--- src/rtl/spx_pkg.sv ---
// Package: shared group type and prefix operators for the sparse carry network.
// Assumes generate dominates when generate and propagate are both set.
package spx_pkg;

    typedef struct packed {
        logic g;
        logic p;
    } gp_t;

    // Identity group: neither generates nor blocks.
    localparam gp_t GP_IDENT = '{g: 1'b0, p: 1'b1};

    // Two-group operator: hi sits above lo.
    function automatic gp_t merge2(gp_t hi, gp_t lo);
        gp_t r;
        r.g = hi.g | (hi.p & lo.g);
        r.p = hi.p & lo.p;
        return r;
    endfunction

    // Three-group operator in one step.
    function automatic gp_t merge3(gp_t hi, gp_t mid, gp_t lo);
        gp_t r;
        r.g = hi.g | (hi.p & mid.g) | (hi.p & mid.p & lo.g);
        r.p = hi.p & mid.p & lo.p;
        return r;
    endfunction

    // Radix of stage s: mask bit set selects three-input cells.
    function automatic int stage_radix(logic [31:0] mask, int s);
        return mask[s] ? 3 : 2;
    endfunction

    // Group span entering stage s (product of earlier radices).
    function automatic int span_before(logic [31:0] mask, int s);
        int acc;
        acc = 1;
        for (int i = 0; i < s; i++) acc = acc * stage_radix(mask, i);
        return acc;
    endfunction

endpackage

--- src/rtl/spx_seed.sv ---
// Module: builds the extended group vector. Index 0 is the forced carry-in
// (always generates, never propagates); index i+1 holds operand bit i.
module spx_seed
    import spx_pkg::*;
#(
    parameter int WIDTH = 64
) (
    input  logic [WIDTH-1:0] gen_i,
    input  logic [WIDTH-1:0] prop_i,
    output gp_t  [WIDTH:0]   node_o
);
    // Carry-in slot.
    assign node_o[0] = '{g: 1'b1, p: 1'b0};

    // Operand bits shifted up by one slot.
    for (genvar i = 0; i < WIDTH; i++) begin : g_bit
        assign node_o[i+1] = '{g: gen_i[i], p: prop_i[i]};
    end
endmodule

--- src/rtl/spx_stage.sv ---
// Module: one lookahead stage. Every cell uses the same radix. Cell i joins
// its own group with the groups DIST and 2*DIST below. Below index 0 the
// identity group is used, so a finished prefix passes through unchanged.
module spx_stage
    import spx_pkg::*;
#(
    parameter int NODES = 65,
    parameter int RADIX = 3,
    parameter int DIST  = 1
) (
    input  gp_t [NODES-1:0] in_i,
    output gp_t [NODES-1:0] out_o
);
    for (genvar i = 0; i < NODES; i++) begin : g_cell
        gp_t mid_w, lo_w;
        // Neighbour one span down, or identity past the bottom.
        if (i >= DIST) begin : g_mid
            assign mid_w = in_i[i-DIST];
        end else begin : g_mid_id
            assign mid_w = GP_IDENT;
        end
        // Neighbour two spans down (used by three-input cells only).
        if (RADIX == 3 && i >= 2*DIST) begin : g_lo
            assign lo_w = in_i[i-2*DIST];
        end else begin : g_lo_id
            assign lo_w = GP_IDENT;
        end
        // Cell operator chosen by the stage radix.
        if (RADIX == 3) begin : g_r3
            assign out_o[i] = merge3(in_i[i], mid_w, lo_w);
        end else begin : g_r2
            assign out_o[i] = merge2(in_i[i], mid_w);
        end
    end
endmodule

--- src/rtl/spx_tap.sv ---
// Module: picks the sparse carries out of the final prefix vector. Extended
// index m covers operand bits m-1 down to the carry-in, so its generate is
// the carry into operand bit m.
module spx_tap
    import spx_pkg::*;
#(
    parameter int WIDTH = 64,
    parameter int SECT  = 6,
    parameter int NC    = 10
) (
    input  gp_t  [WIDTH:0] pfx_i,
    output logic [NC-1:0]  carry_o
);
    for (genvar k = 0; k < NC; k++) begin : g_tap
        assign carry_o[k] = pfx_i[(k+1)*SECT].g;
    end
endmodule

--- src/rtl/sparse_carry_net.sv ---
// Module: top of the sparse section-carry network. Seeds the group vector,
// runs NSTAGE lookahead stages whose radix comes from RADIX3_MASK, taps the
// section-boundary carries and registers them.
// Assumes the product of the stage radices is at least WIDTH+1, so the
// last stage holds complete prefixes.
module sparse_carry_net
    import spx_pkg::*;
#(
    parameter int          WIDTH       = 64,
    parameter int          SECT        = 6,
    parameter int          NSTAGE      = 5,
    parameter logic [31:0] RADIX3_MASK = 32'h0000_0011,
    localparam int         NC          = (WIDTH - 1) / SECT
) (
    input  logic             clk,
    input  logic             rst_n,
    input  logic [WIDTH-1:0] gen_i,
    input  logic [WIDTH-1:0] prop_i,
    output logic [NC-1:0]    sec_carry_o
);
    localparam int NODES = WIDTH + 1;

    gp_t [NODES-1:0] lvl [NSTAGE+1];
    logic [NC-1:0]   carry_w;

    spx_seed #(.WIDTH(WIDTH)) u_seed (
        .gen_i  (gen_i),
        .prop_i (prop_i),
        .node_o (lvl[0])
    );

    for (genvar s = 0; s < NSTAGE; s++) begin : g_stage
        spx_stage #(
            .NODES (NODES),
            .RADIX (stage_radix(RADIX3_MASK, s)),
            .DIST  (span_before(RADIX3_MASK, s))
        ) u_stage (
            .in_i  (lvl[s]),
            .out_o (lvl[s+1])
        );
    end

    spx_tap #(.WIDTH(WIDTH), .SECT(SECT), .NC(NC)) u_tap (
        .pfx_i   (lvl[NSTAGE]),
        .carry_o (carry_w)
    );

    // Output register: clear on reset, else capture the selected carries.
    always_ff @(posedge clk) begin
        if (!rst_n) sec_carry_o <= '0;
        else        sec_carry_o <= carry_w;
    end
endmodule

--- config.mk ---
export PLATFORM = sky130hd
export DESIGN_NAME = sparse_carry_net
export DESIGN_NICKNAME = d
export VERILOG_FILES = /design/src/rtl/spx_pkg.sv /design/src/rtl/spx_seed.sv /design/src/rtl/spx_stage.sv /design/src/rtl/spx_tap.sv /design/src/rtl/sparse_carry_net.sv
export SDC_FILE = /design/constraint.sdc
export NUM_CORES = 1
export LEC_CHECK = 0
export BUFFER_PORTS_ARGS = -buffer_cell sky130_fd_sc_hd__buf_2
export CAP_MARGIN = 10
export CORE_MARGIN = 2
export CORE_UTILIZATION = 29
export DETAILED_ROUTE_END_ITERATION = 10
export PLACE_DENSITY_LB_ADDON = 0.3
export RECOVER_POWER = 25
export SYNTH_ARGS = -nofsm -noshare
export SYNTH_HDL_FRONTEND = slang
export SYNTH_SLANG_ARGS = --single-unit
--- constraint.sdc ---
create_clock -name clk -period 1.4 [get_ports clk]
set_input_delay 0.07 -clock clk [delete_from_list [all_inputs] [get_ports clk]]
set_output_delay 0.07 -clock clk [all_outputs]
set_load 0.01 [all_outputs]
* After elaboration in Yosys (flattened, before gate mapping) *
Cells that the tools add are included.

word-level totals
  register bits after elaboration = 10
  bits in latches = 0
  RAM bits = 0
  memory bits (read-only) = 0
  output and inout bits = 10
  memories kept = 0

operators by class
  add/sub/neg operators = 0
  multipliers = 0
  div/mod/pow operators = 0
  $lt $le $gt $ge = 0
  equality and inequality tests = 0
  shift-type cells = 0
  mux-type cells = 0
  bitwise logic cells = 223
  reductions and logical operators = 0

operators with widths
  kind              number
  AND 1 bit         144
  bitwise OR 1 bit  79

* Longest topological paths before layout *
Gate-level depths: netlist (run 1).

  word-level depth = 12
  mapped depth = 6

* Cells and area by module *
A second synthesis (run 1) with hierarchy kept.

unflattened totals
  cells, all modules = 906
  area total of the unflattened synthesis = 6249.7 µm²

modules (own cells, without submodules)
  module                           times used  cells an instance  area each (µm²)  seq. area each (µm²)
  spx_stage at g_stage[0].u_stage  1           224                1212.4           0.0
  spx_seed                         1           132                983.4            0.0
  spx_stage at g_stage[4].u_stage  1           130                967.2            0.0
  spx_stage at g_stage[3].u_stage  1           130                925.9            0.0
  spx_stage at g_stage[2].u_stage  1           130                917.1            0.0
  spx_stage at g_stage[1].u_stage  1           130                905.9            0.0
  sparse_carry_net                 1           20                 262.8            200.2
  spx_tap                          1           10                 75.1             0.0

* Worst setup path before layout (run 1) *
Ideal clock, no wire load.

  path type = in2reg
  start = input gen_i[50]
  end = register sec_carry_o[9]
  library setup time = 122 ps
  arrival time = 1137 ps
  path slack = 141 ps
  stages = 6
  path buffers = 0
  cell sequence = a2111oi_2 o21ai_1 o21a_1 a221o_1 a22oi_1 o21ai_1

on the way
  cells in the longest elaborated chain, start to end = 9

ends and longest elaborated chain
  item                            line                    RTL
  start: declaration              sparse_carry_net.sv:17  input logic [WIDTH-1:0] gen_i,
  bitwise OR 1 bit (2 in series)  spx_pkg.sv:24           r.g = hi.g | (hi.p & mid.g) | (hi.p & mid.p & lo.g);
  AND 1 bit                       spx_pkg.sv:16           r.g = hi.g | (hi.p & lo.g);
  bitwise OR 1 bit                spx_pkg.sv:16
  AND 1 bit                       spx_pkg.sv:16
  bitwise OR 1 bit (2 in series)  spx_pkg.sv:16
  bitwise OR 1 bit (2 in series)  spx_pkg.sv:24
  end signal: assignment          sparse_carry_net.sv:51  else sec_carry_o <= carry_w;
  end: declaration                sparse_carry_net.sv:19  output logic [NC-1:0] sec_carry_o

Every way passes these cells.
A chain may end at the register's enable or synchronous reset.

* Worst setup path after layout (run 1) *
Ends and elaborated chain as after synthesis.

==> summary.txt, run 1 <==
Synth area leaders: dfxtp_1 22%, a21oi_1 5.0%, o21ai_1 5.0%
critical setup path kind: input pin to flop
Hold Slack: 124 ps
synth warn: 0
status: completed
number of core rows: 20
instance area at placement: 1590 um2
critical path buffer and inverter count: 1
Critical Path Start Type: input pin
Post-synth ARST share: 0%
Post-Syn Nets: 259
CP max FO: 2
Synth top area share: 22.4%
leakage: 0.820 nW
DR pass1 iterations: 3
via density per instance: 5.10
post-CTS setup buffers: 0
global-route wire length before repair: 4.68 mm
delay-heaviest family, CP: compound AO/OA/AOI/OAI gates
max frequency: 866 MHz
largest net degree at the start of global routing: 12
DP HPWL: 2.79 mm
max-slew violations: 0
Post-Syn Area: 893 um2
clock root buffer: clkbuf_4
number of global-route vias before repair: 1,389
Pwr Density: 563 nW/um2
Top Registers: sec_carry_o: 10 flops
final worst-path cycle share: 82.5%
H-tree depth: 1
FF/Latch Area: 200 um2
Tmin final: 1150 ps
CP max stage cell: a2111oi_2
Hold-fix buffers, CTS: 0
full die area: 3540 um2
share of layout cells above drive strength 1: 51.7%
slew of the pin with the lowest slew margin: 308 ps
gr usage total: 16.6%
RePlAce Congestion: 0.755
post-CTS sizing: 0
CP Capture Type: flop
DIE WIDTH: 59.5 um
nets: 394
starting density of the core: 29.8%
Commonest cells post-synth: 12 x nand2_1, 12 x nor2_1, 10 x dfxtp_1
Avg Synthesized Cell Area: 6.93 um2
post-layout instance area: 1620 um2
Distinct cells, synth: 31
post-DR wirelength/cell: 10.2 um
Final setup viols: 0
Seq/Total Area, Yosys: 22.4%
CP required: 1550 ps
IO Port Bufs: 131
max cap viols: 0
Final Hold Viols: 0
initial antenna violation count: 0
# DRC: 0
ys flop type: dfxtp_1
VDD IR max: 261 uV
Overflow after GRT: 0
drt total wl: 3.02 mm
core area: 3000 um2
area taken by multi-input logic gates: 678 um2
area grow syn2layout: 81.2%
CTS sink count: 10
CP cell instances: buf_2, a2111oi_2, o21ai_1, o21a_1, a221o_1, a22oi_1, o21ai_1
Mapped Cells: 129
Largest register FFs: 10
RSZ-0062 raised after global routing: no
Iteration-0 DRC Markers: 9
register name with the most flops: sec_carry_o
Vias: 1,510
Max-slew headroom: 79.5%
# diodes: 0
FF+latch count, synth: 10
Data arrival, critical path: 1300 ps
Clk pin slew, worst setup/hold paths: 70 ps
fillcell total: 347
CTS max path bufs: 2
Routed Antenna Nets: 0
TritonCTS clock tree: yes
number of synthesized flops with an enable pin: 0
Worst Hold Class: input pin to flop
crit-path max cell delay: 320 ps
total CTS buffers: 3
die height: 59.5 um
cell taking the most area after synthesis: dfxtp_1
I/O pin cnt: 140
Pwr Total: 0.000911 W
Most common cell on crit path: o21ai_1
## layout by cell type, fill, tap and decap left out
cell type	instances
buf_2	128
nand2_1	12
nor2_1	12
dfxtp_1	10
o21ai_1	9
a21oi_1	9
o21ai_0	8
nand3_1	8
nand4_1	7
o21a_1	6
a211oi_1	5
nor3_1	5
o211ai_1	5
a21o_1	5
or3_1	3
inv_1	3
clkbuf_4	3
clkbuf_1	3
o21ai_2	2
nand2b_1	2
and2_1	2
a31oi_1	2
o221ai_1	2
o31ai_1	2
nor4_1	1
and4_1	1
a31oi_2	1
o211a_1	1
o31a_1	1
and3_1	1
a2111oi_2	1
a221o_1	1
a22oi_1	1
clkbuf_8	1
## kinds of logic after synthesis
family / after synthesis / synth area share (%)
AO/OA/AOI/OAI: 61 / 46.4
AND/OR/NAND/NOR: 54 / 29.6
flip-flops: 10 / 22.4
buffers and inverters: 4 / 1.68
## power breakdown
part	leakage [nW]	switching (W)	internal [W]	total, W
clock	0.0210	0.0000992	0.000158	0.000257
combinational	0.715	0.000151	0.000192	0.000343
sequential	0.0838	0.00000438	0.000307	0.000311
total	0.820	0.000255	0.000656	0.000911
## through the flow
| stage | setup WS (ps) | TNS, ps | utilization [%] | instances |
|---|---|---|---|---|
| floorplan | 141 | 0 | - | 129 |
| global placement | -25.1 | -34.5 | 52.8 | 292 |
| detailed placement | -54.7 | -101 | 52.8 | 292 |
| CTS | 234 | 0 | 54.0 | 296 |
| global route | 63.0 | 0 | 53.9 | 296 |
| finish | 245 | 0 | 53.9 | 296 |
## area by class of cell
type / count / share of cell area [%]
Clock buffer: 4 / 2.24
Multi-Input combinational cell: 115 / 41.9
Timing Repair Buffer: 131 / 40.3
Sequential cell: 10 / 12.4
Tap cell: 33 / 2.55
Inverter: 3 / 0.696
## worst paths after layout
path | start | end | slack, ps | cells past startpoint
worst max-delay path | gen_i[50] | sec_carry_o[9] | 250 | 7
worst min-delay path | rst_n | sec_carry_o[5] | 120 | 2
## layer usage
| layer | up-vias | share of wire [%] | GRT usage, % |
|---|---|---|---|
| met1 | 653 | 35 | 14.6 |
| met2 | 76 | 53 | 33.9 |
| li1 | 779 | - | - |
| met4 | 0 | 0.63 | 5.71 |
| met3 | 2 | 11 | 5.46 |
| met5 | - | 0 | 0 |
Power figures use the tool's default switching activity.
==> run 2, diff against run 1 <==
Clock period 1.4 ns to 1.2 ns, I/O delays scaled along.
==> summary.txt, run 2 (same netlist as run 1, synthesis figures left out) <==
status: completed
# DRC: 0 (unchanged)
starting density of the core: 29.8% (unchanged)
max-slew violations: 0 (unchanged)
CP Capture Type: flop
post-CTS setup buffers: 0 (unchanged)
Vias: 1,554 (+2.9%)
TritonCTS clock tree: yes
max layer used: met3
Critical Path Start Type: input pin
full die area: 3540 um2 (unchanged)
DR pass1 iterations: 4 (+1)
Iteration-0 DRC Markers: 23 (+14)
RSZ-0062 raised after global routing: no
commonest non-fill, non-tap cells in the layout: 128 x buf_2, 12 x nand2_1, 12 x nor2_1, 11 x buf_4, 10 x dfxtp_1
number of core rows: 20 (unchanged)
die height: 59.5 um (unchanged)
CTS sink count: 10 (unchanged)
CP required: 1340 ps (-210 ps)
post-layout instance area: 1710 um2 (+5.9%)
Tmin final: 1090 ps
number of instances in the placed design: 303 (+3.8%)
Final Hold Viols: 0 (unchanged)
area grow syn2layout: 91.9%
share of layout cells above drive strength 1: 54.2% (+2.5 points)
drt total wl: 3.13 mm (+3.4%)
met3 wire len: 264 um (-20%)
instance area at placement: 1680 um2 (+6.0%)
met1 WL: 1.22 mm (+14%)
Largest register FFs: 10 (unchanged)
CTS max path bufs: 2 (unchanged)
number of global-route vias before repair: 1,358 (-2.2%)
via density per instance: 5.08 (-0.45%)
Worst Hold Class: input pin to flop
max frequency: 918 MHz
Hold Slack: 107 ps (-16.4 ps)
leakage: 0.871 nW (+6.3%)
clock root buffer: clkbuf_4
Pwr Density: 600 nW/um2 (+6.5%)
CP max FO: 5 (+3)
Final setup viols: 0 (unchanged)
fin cells: 306 (+3.4%)
Data arrival, critical path: 1230 ps (-70 ps)
final worst-path cycle share: 90.8%
Overflow after GRT: 0 (unchanged)
DIE WIDTH: 59.5 um (unchanged)
critical setup path kind: input pin to flop
H-tree depth: 1 (unchanged)
fin util: 57.1% (+3.2 points)
Top Registers: sec_carry_o: 10 flops
post-DR wirelength/cell: 10.2 um (about the same)
gr usage total: 16.9% (+0.35 points)
Routed Antenna Nets: 0 (unchanged)
VDD IR max: 268 uV (+2.4%)
register name with the most flops: sec_carry_o
total CTS buffers: 3 (unchanged)
Clk pin slew, worst setup/hold paths: 70 ps (about the same)
IO Port Bufs: 131 (unchanged)
core area: 3000 um2 (unchanged)
global-route wire length before repair: 4.78 mm (+2.2%)
slew of the pin with the lowest slew margin: 302 ps (-5.80 ps)
# diodes: 0 (unchanged)
initial antenna violation count: 0 (unchanged)
max cap viols: 0 (unchanged)
Hold-fix buffers, CTS: 0 (unchanged)
largest net degree at the start of global routing: 12 (unchanged)
Setup TNS Final: 0 ps (unchanged)
Max-slew headroom: 79.9% (+0.39 points)
nets: 405 (+2.8%)
DP HPWL: 2.82 mm (+0.85%)
met2 WL post-DR: 1.64 mm (+2.2%)
I/O pin cnt: 140 (unchanged)
commonest non-fill, non-tap cell in the layout: buf_2
RePlAce Congestion: 0.725 (-4.0%)
## run 2: layer usage
| metal | up-vias | GRT usage [%] |
|---|---|---|
| li1 | 799 | - |
| met1 | 680 | 17.2 |
| met2 | 75 | 34.5 |
| met3 | 0 | 2.40 |
| met4 | 0 | 5.08 |
| met5 | - | 0 |
## run 2: repair_timing
item                                    4_1_cts  5_1_grt
hold endpoints to repair                      0        0
resized for setup                             0        2
endpoints found under the setup margin        0        3
## run 2: layout make-up
| class | instances | area (um2) |
|---|---|---|
| Multi-Input combinational cell | 115 | 697 |
| Inverter | 3 | 11.3 |
| Clock buffer | 3 | 22.5 |
| Sequential cell | 10 | 200 |
| Timing Repair Buffer | 142 | 742 |
| Fill cell | 308 | 1290 |
| Tap cell | 33 | 41.3 |
## run 2: final timing paths
kind	startpoint	end	slack (ps)	cells past startpoint
hold / removal	rst_n	sec_carry_o[5]	110	2
setup / recovery	gen_i[3]	sec_carry_o[6]	110	7
## run 2: metrics by stage
step	power, W	worst slack [ps]
after floorplan	0.000516	7.09
after global placement	0.000807	-171
after detailed placement	0.000811	-179
after CTS	0.00104	102
after global routing	0.00111	6.33
final	0.00103	111
## run 2: power breakdown
group / switching [W] / internal, W
clock network: 0.000110 / 0.000115
registers: 0.00000575 / 0.000358
logic: 0.000186 / 0.000253
## run 2: critical path: stages
cell and delay [ps]:
buf_2 100, a21o_1 160, a21o_1 180, o21ai_1 200
a31oi_2 140, o21ai_2 260, o221ai_1 130
